File: src/rtl/uart_rx_frame.sv
module uart_rx_frame #(
  parameter int CLK_HZ = 200_000_000,
  parameter int BAUD   = 12_500_000
) (
  input  logic       clk,
  input  logic       rst_n,
  input  logic       ser_in,
  input  logic       rx_enable,
  output logic [7:0] rx_byte,
  output logic       byte_valid,
  output logic       rx_active,
  output logic       frame_err
);
  localparam int BIT_TICKS  = CLK_HZ / BAUD;
  localparam int HALF_TICKS = BIT_TICKS / 2;
  localparam int CW         = $clog2(BIT_TICKS + 1);
  localparam logic [CW-1:0] BIT_LAST  = CW'(BIT_TICKS - 1);
  localparam logic [CW-1:0] HALF_LAST = CW'(HALF_TICKS - 1);

  typedef enum logic [1:0] {S_IDLE, S_START, S_DATA, S_STOP} state_t;

  state_t        state;
  logic [2:0]    sync;
  logic [CW-1:0] cnt;
  logic [2:0]    idx;
  logic [7:0]    shreg;

  wire line = sync[1];
  wire fall = sync[2] & ~sync[1];

  assign rx_active = (state != S_IDLE);

  always_ff @(posedge clk) begin
    if (!rst_n) begin
      state      <= S_IDLE;
      sync       <= 3'b111;
      cnt        <= '0;
      idx        <= '0;
      shreg      <= '0;
      rx_byte    <= '0;
      byte_valid <= 1'b0;
      frame_err  <= 1'b0;
    end else begin
      sync       <= {sync[1:0], ser_in};
      byte_valid <= 1'b0;
      frame_err  <= 1'b0;
      if (!rx_enable) begin
        state <= S_IDLE;
        cnt   <= '0;
      end else begin
        case (state)
          S_IDLE: begin
            cnt <= '0;
            if (fall) state <= S_START;
          end
          S_START: begin
            if (cnt == HALF_LAST) begin
              cnt <= '0;
              idx <= '0;
              if (line) begin
                frame_err <= 1'b1;
                state     <= S_IDLE;
              end else begin
                state <= S_DATA;
              end
            end else begin
              cnt <= cnt + 1'b1;
            end
          end
          S_DATA: begin
            if (cnt == BIT_LAST) begin
              cnt   <= '0;
              shreg <= {line, shreg[7:1]};
              if (idx == 3'd7) state <= S_STOP;
              idx <= idx + 1'b1;
            end else begin
              cnt <= cnt + 1'b1;
            end
          end
          S_STOP: begin
            if (cnt == BIT_LAST) begin
              cnt   <= '0;
              state <= S_IDLE;
              if (line) begin
                rx_byte    <= shreg;
                byte_valid <= 1'b1;
              end else begin
                frame_err <= 1'b1;
              end
            end else begin
              cnt <= cnt + 1'b1;
            end
          end
          default: state <= S_IDLE;
        endcase
      end
    end
  end
endmodule


File: config.mk
export PLATFORM = sky130hd
export DESIGN_NAME = uart_rx_frame
export DESIGN_NICKNAME = d
export VERILOG_FILES = /design/src/rtl/uart_rx_frame.sv
export SDC_FILE = /design/constraint.sdc
export NUM_CORES = 1
export LEC_CHECK = 0
export BUFFER_PORTS_ARGS = -buffer_cell sky130_fd_sc_hd__buf_2
export CORE_ASPECT_RATIO = 1.2
export CORE_MARGIN = 4
export CORE_UTILIZATION = 56
export DETAILED_ROUTE_END_ITERATION = 8
export HOLD_SLACK_MARGIN = 0.15
export PLACE_DENSITY = 0.77
export SLEW_MARGIN = 30
export SYNTH_ARGS = -nofsm -noshare
export SYNTH_HDL_FRONTEND = slang
export SYNTH_SLANG_ARGS = --single-unit
File: constraint.sdc
create_clock -name clk -period 2.1 [get_ports clk]
set_input_delay 0.105 -clock clk [delete_from_list [all_inputs] [get_ports clk]]
set_output_delay 0.105 -clock clk [all_outputs]
set_load 0.1 [all_outputs]
==> results of run 1 <==
==> metal layers <==
layer,share of wire (%),track usage (%),vias up
met5,0,0,-
li1,-,-,523
met3,4.6,7.26,5
met2,50,31.9,27
met4,2.3,8.76,0
met1,43,16.6,490
==> critical path, cell delays in order (launching register included) <==
cell	delay (ps)
dfxtp_1	560
nand2_1	250
nor3_4	530
mux2i_1	250
nor2_1	50
==> stage by stage <==
step                setup WS (ps)  instances
floorplan                     533        140
global placement              404        182
detailed placement            351        182
CTS                           340        193
global route                  224        193
finish                        350        193
==> what timing repair did <==
action / in CTS / in global routing
endpoints found under the setup margin: 0 / 0
hold endpoints to repair: 8 / 0
hold buffers: 4 / 0
==> state kept, by name (all words and copies together) (netlist names), named ones only <==
name,cells
cnt,5
idx,3
state,1
frame_err,1
byte_valid,1
rx_byte,8
sync,3
shreg,8
==> cell families after synthesis <==
kind of cell	Yosys count	share of synthesized area (%)
AOI/OAI and AO/OA	12	5.78
xor gates and xnor gates	1	0.664
adders and majority gates	5	4.74
buffers and inverters	11	4.17
DFF	31	47.0
muxes	17	13.0
and+or+nand+nor	63	24.6
==> final cells by class <==
| class | instances | share of cell area [%] |
|---|---|---|
| clock inverters | 1 | 0.331 |
| repair buffers | 21 | 8.77 |
| flip-flops and latches | 31 | 41.1 |
| well taps | 31 | 2.57 |
| inverters | 5 | 1.24 |
| multi-input cells | 98 | 42.6 |
| clock buffers | 6 | 3.39 |
==> synth_stat cells, drive strengths merged <==
library cell  count  area (um^2)
mux2              1         11.3
nor3              6         41.3
mux2i            16          160
o32ai             1         8.76
nand2            10         37.5
nand3            10         50.1
a31oi             2         12.5
a211oi            1         7.51
dfxtp            31          621
nor2             25         93.8
a211o             1         8.76
inv               4         15.0
and4b             1         10.0
and3b             1         10.0
or3               1         6.26
nand2b            3         18.8
and2              1         6.26
nor2b             1         6.26
clkinv            1         3.75
buf               6         36.3
nand4b            1         23.8
nor4              1         6.26
o2bb2ai           1         8.76
o21ai             2         10.0
ha                5         62.6
xnor2             1         8.76
a21oi             4         20.0
nand3b            1         7.51
nor3b             1         7.51
==> power groups by stage <==
stage / Sequential, W / Clock [W] / Combinational (W)
after floorplan: 0.000606 / 0 / 0.0000182
after global placement: 0.000607 / 0 / 0.0000254
after detailed placement: 0.000607 / 0 / 0.0000263
after CTS: 0.000593 / 0.000355 / 0.0000321
after global routing: 0.000594 / 0.000380 / 0.0000348
final: 0.000593 / 0.000341 / 0.0000324
==> worst min path at each step <==
stage             from       to  slack [ps]
2_1_floorplan   ser_in  sync[0]         210
3_3_place_gp    ser_in  sync[0]         310
3_5_place_dp    ser_in  sync[0]         300
4_1_cts        sync[0]  sync[1]         460
5_1_grt         idx[2]   idx[2]         500
6_report       sync[0]  sync[1]         460
==> metrics.txt, run 1 <==
Syn Inst Count 140; I/O Buffers 14; most frequent cells in the layout dfxtp_1 (31), nor2_1 (25), mux2i_1 (16), buf_2 (14); DP Area 1420 um^2; Ys Warns 0; syn_area_per_cell 9.43 um^2; routed wire length 2.43 mm; worst r2r dst rx_byte[2]; final setup fails 0; type of the worst min-delay path reg2reg; Final Hold Vio Count 0; Final Instance Area 1510 um^2; initial antenna violation count 0; Crit Reg-Reg Startpoint cnt[3]; Sink Count 31; Worst Setup SP cnt[3]; R2R setup slack 350 ps; RSZ-0062 raised after global routing false; clock tree buffer depth 2; Fillers 221; residual DRC count 0; TritonCTS clock tree built; post-CTS setup buffers 0; die area 3200 um^2; Tightest Pin Transition 524 ps; P_sw 0.000209 W; multi-input logic area 644 um^2; combinational power share 3.4%; H-tree depth 2; commonest non-fill, non-tap cell in the layout dfxtp_1; CP Data Arrival Time 1970 ps; Worst Setup EP rx_byte[2]; hold path depth 1; Detailed Route Iter0 Violations 14; initial cell density of the core 57.8%; mean routed wirelength per cell 12.6 um; crit path kind reg2reg; P_leak 0.642 nW; Die W 52.3 um; Die Ht 61.2 um; Max-Cap Viols 0; post-route setup TNS 0 ps; status complete, no violations; antenna diode count 0; number of nets with antenna violations after routing 0; grt ovf 0; maximum number of pins on one net before global-route repair 17; Final Max Tran Viols 0; Rel. slew slack 65.0%; # rows 19; routability cong. 0.793; post-synthesis cell type count 32; clock latency on the worst-skew pair 320 ps; Clock Pin Slew Worst Setup and Hold Paths 90 ps; Synth Net Count 149; min cycle time layout 1750 ps; fin util 66.2%; fmax 0.571 GHz; Reg power frac 61.4%; P_int 0.000758 W; FF+latch area 621 um^2; Final period util 83.3%; PwrDens 639 nW/um^2; # IOs 15; Core Region 2280 um^2; Setup Skew 6.45 ps; CP startpoint kind register; Vias 1045; Crit. End Element register; Clk pwr share 35.3%; Seq cells post-synth 31; Pwr Total 0.000966 W; fin nets 171; post-detail-place hpwl 1.73 mm; first-pass GRT wire length 3.99 mm; Worst Path Max Fanout 11; vias in the first global route 986; Worst Reg2Reg Path Length in Cells 4; Detailed Routing Iterations Pass 1 4; share of layout cells above drive strength 1 17.3%; register area share after synthesis 47.0%; Peak VDD IR 548 uV; Net Sw Frac 21.6%; WP data required 2320 ps; post_cts resized 0; GRT Total Usage 17.4%; Syn-to-layout area delta 14.5%; Via density 5.41; CTS buffer count 5; mapped cell area 1320 um^2; clock tree root buffer cell clkbuf_4; WHS 463 ps
Power figures use the tool's default switching activity.
==> inputs of run 2 (changes only) <==
--- a/config.mk
+++ b/config.mk
@@ -5,6 +5,7 @@
 export SDC_FILE = /design/constraint.sdc
 export NUM_CORES = 1
 export LEC_CHECK = 0
+export ABC_AREA = 1
 export BUFFER_PORTS_ARGS = -buffer_cell sky130_fd_sc_hd__buf_2
 export CORE_ASPECT_RATIO = 1.2
 export CORE_MARGIN = 4
==> constraint.sdc (replaced) <==
create_clock -name clk -period 1.8 [get_ports clk]
set_input_delay 0.09 -clock clk [delete_from_list [all_inputs] [get_ports clk]]
set_output_delay 0.09 -clock clk [all_outputs]
set_load 0.1 [all_outputs]
==> run 2 against run 1 <==
Net effect:
- register-to-register slack worse by 190 ps
- non-clock buffer count is 4 lower
- via count is 3.1% higher
- maximum frequency is 6.9% higher
- combinational power is 37% higher
- sequential share of layout area hardly changed
- clock-buffer cell count is 2 higher
- clock power is 33% higher
- power is 23% higher
- flip-flop and latch count stayed put
- largest cell class is now sequential cells
- highest routed layer unchanged
==> metrics.txt, run 2 <==
xor/xnor share of the synthesized area 1.34% (+0.68 points); fin worst setup slack 163 ps (-187 ps); # IOs 15 (unchanged); Clk pwr share 38.1% (+2.8 points); commonest non-fill, non-tap cell in the layout dfxtp_1; Sink Count 31 (unchanged); pre-CTS setup slack 90.4 ps (-260 ps); Clock Pin Slew Worst Setup and Hold Paths 100 ps (about the same); grt ovf 0 (unchanged); type of the worst min-delay path in2reg; Setup Skew 7.43 ps (+0.983 ps); Final Hold Vio Count 0 (unchanged); Rel. slew slack 67.5% (+2.5 points); Syn Inst Count 159 (+14%); Primary FF master, synth dfxtp_1; residual DRC count 0 (unchanged); post-synthesis cell type count 28 (-13%); PwrDens 790 nW/um^2 (+24%); Post-synth EDFFs 0 (unchanged); Via density 5.13 (-5.3%); clock tree buffer depth 2 (unchanged); Die W 52.1 um (-0.40%); die area 3180 um^2 (-0.82%); synth top area cells dfxtp_1 (47%), nor2_1 (7.8%), a21oi_1 (5.7%), nand2_1 (5.7%), ha_1 (4.8%); GRT Total Usage 17.8% (+0.40 points); CTS buffer count 5 (unchanged); synth cell count leaders dfxtp_1 (31), nor2_1 (27), nand2_1 (20); Ys Warns 0 (unchanged); maximum number of pins on one net before global-route repair 14 (-3); post_cts resized 0 (unchanged); clock latency on the worst-skew pair 330 ps (about the same); I/O Buffers 14 (unchanged); final setup fails 0 (unchanged); number of nets with antenna violations after routing 0 (unchanged); Reg power frac 58.2% (-3.2 points); Synth Area in Compound Gates 11.1% (+5.3 points); initial antenna violation count 0 (unchanged); min cycle time layout 1640 ps (-113 ps); Synth Net Count 168 (+13%); vias in the first global route 995 (+0.91%); P_int 0.000931 W (+23%); Synth area leader dfxtp_1; Syn-to-layout area delta 15.5%; CP startpoint kind register; fmax 0.611 GHz (+6.9%); biggest regs rx_byte: 8 flops, shreg: 8 flops, cnt: 5 flops; crit path kind reg2reg; H-tree depth 2 (unchanged); Core Region 2140 um^2 (-6.3%); Synth top area share 47.5% (+0.45 points); fin nets 188 (+9.9%); WHS 173 ps (-290 ps); RSZ-0062 raised after global routing false; Final period util 91.0% (+7.6 points); clock tree root buffer cell clkbuf_4; mux contribution to synthesized area 0% (-13 points); share of layout cells above drive strength 1 23.3% (+6.0 points); P_leak 0.637 nW (-0.75%); # rows 18 (-1); register area share after synthesis 47.5% (+0.45 points); TritonCTS clock tree built; Peak VDD IR 593 uV (+8.3%); Net Sw Frac 22.0% (+0.38 points); WP data required 2000 ps (-320 ps); Tightest Pin Transition 491 ps (-32.4 ps); main combinational cell family by area after synthesis simple AND/OR/NAND/NOR gates; Worst Path Max Fanout 10 (-1); Fillers 180 (-19%); post-route setup TNS 0 ps (unchanged); Crit. End Element register; syn_area_per_cell 8.22 um^2 (-13%); P_sw 0.000262 W (+26%); status complete, no violations; Final Max Tran Viols 0 (unchanged); initial cell density of the core 61.1% (+3.3 points); Die Ht 60.9 um (-0.42%); combinational power share 3.7% (+0.3 points); Vias 1077 (+3.1%); top-count cell post-synth dfxtp_1; routed wire length 2.60 mm (+6.7%); CP Data Arrival Time 1840 ps (-130 ps); antenna diode count 0 (unchanged); Seq cells post-synth 31 (unchanged); most frequent cells in the layout dfxtp_1 (31), nor2_1 (27), nand2_1 (19), a21oi_1 (15), buf_2 (14); Detailed Route Iter0 Violations 15 (+1); routability cong. 0.780 (-1.6%); simple-gate share of the synthesized area 29.7% (+5.0 points); Max-Cap Viols 0 (unchanged); Detailed Routing Iterations Pass 1 4 (unchanged); asr flop ratio synth 0% (unchanged); fraction of the mapped netlist area in adder cells 4.78% (+0.045 points); mapped cell area 1310 um^2 (-0.95%); mean routed wirelength per cell 12.4 um (-2.0%); post-detail-place hpwl 1.86 mm (+7.4%); first-pass GRT wire length 4.13 mm (+3.5%)
[run 2: cell count changes after synthesis, sizes merged, moves of 5 or more]
cell,before,now
a21oi,4,15
inv,4,14
mux2i,16,0
nand2,10,23
nand4,0,9
nor2,25,30
o21ai,2,10
[run 2: cell families after synthesis]
family	after synthesis
flip-flops	31
adder cells (fa/ha/maj)	5
AO/OA/AOI/OAI	27
AND/OR/NAND/NOR	75
buffers and inverters	19
XOR/XNOR	2
[run 2: power by group through the flow]
| stage | Sequential [W] | Clock [W] | Combinational, W |
|---|---|---|---|
| detailed placement | 0.000710 | 0 | 0.0000407 |
| floorplan | 0.000708 | 0 | 0.0000331 |
| finish | 0.000694 | 0.000455 | 0.0000445 |
| global placement | 0.000710 | 0 | 0.0000395 |
| CTS | 0.000694 | 0.000465 | 0.0000440 |
| global route | 0.000696 | 0.000499 | 0.0000487 |
[run 2: layout make-up]
cell class | count | area (um^2) | area share, %
Sequential cell | 31 | 621 | 41.1
Multi-Input combinational cell | 109 | 616 | 40.8
Timing Repair Buffer | 17 | 110 | 7.29
Clock buffer | 8 | 68.8 | 4.56
Inverter | 15 | 57.6 | 3.81
Tap cell | 30 | 37.5 | 2.49
[run 2: per-layer routing]
layer | routed length (um) | vias to the layer above | track usage (%)
li1 | - | 562 | -
met1 | 1050 | 496 | 18.3
met2 | 1420 | 14 | 32.1
met3 | 93 | 5 | 6.63
met4 | 34 | 0 | 7.87
met5 | 0 | - | 0
[run 2: through the flow]
stage / std cells / total power [W] / instance area [um^2] / util, %
5_1_grt: 210 / 0.00124 / 1510 / 70.6
4_1_cts: 209 / 0.00120 / 1490 / 69.6
3_3_place_gp: 199 / 0.000750 / 1400 / 65.5
3_5_place_dp: 199 / 0.000751 / 1400 / 65.5
6_report: 210 / 0.00119 / 1510 / 70.6
2_1_floorplan: 159 / 0.000741 / 1310 / -
[run 2: path summary, 6_finish.rpt]
kind	cells after the start	from	slack [ps]	endpoint
setup / recovery	9	cnt[0]	160	rx_byte[1]
hold / removal	3	rx_enable	170	rx_byte[0]
setup reg to reg	9	cnt[0]	160	rx_byte[1]
hold reg to reg	1	sync[0]	420	sync[1]
[run 2: worst max-delay path, stage by stage (launching register included)]
cell,delay [ps]
dfxtp_1,390
ha_1,160
inv_1,40
nor2_1,180
nand2_2,120
nor3_4,210
buf_12,150
nand3_4,110
nand2_1,90
a21oi_1,60
[run 2: what timing repair did]
action	CTS	global route
buffers inserted	0	1
hold buffers	2	0
hold endpoints to repair	11	0
setup endpoints to repair	0	8
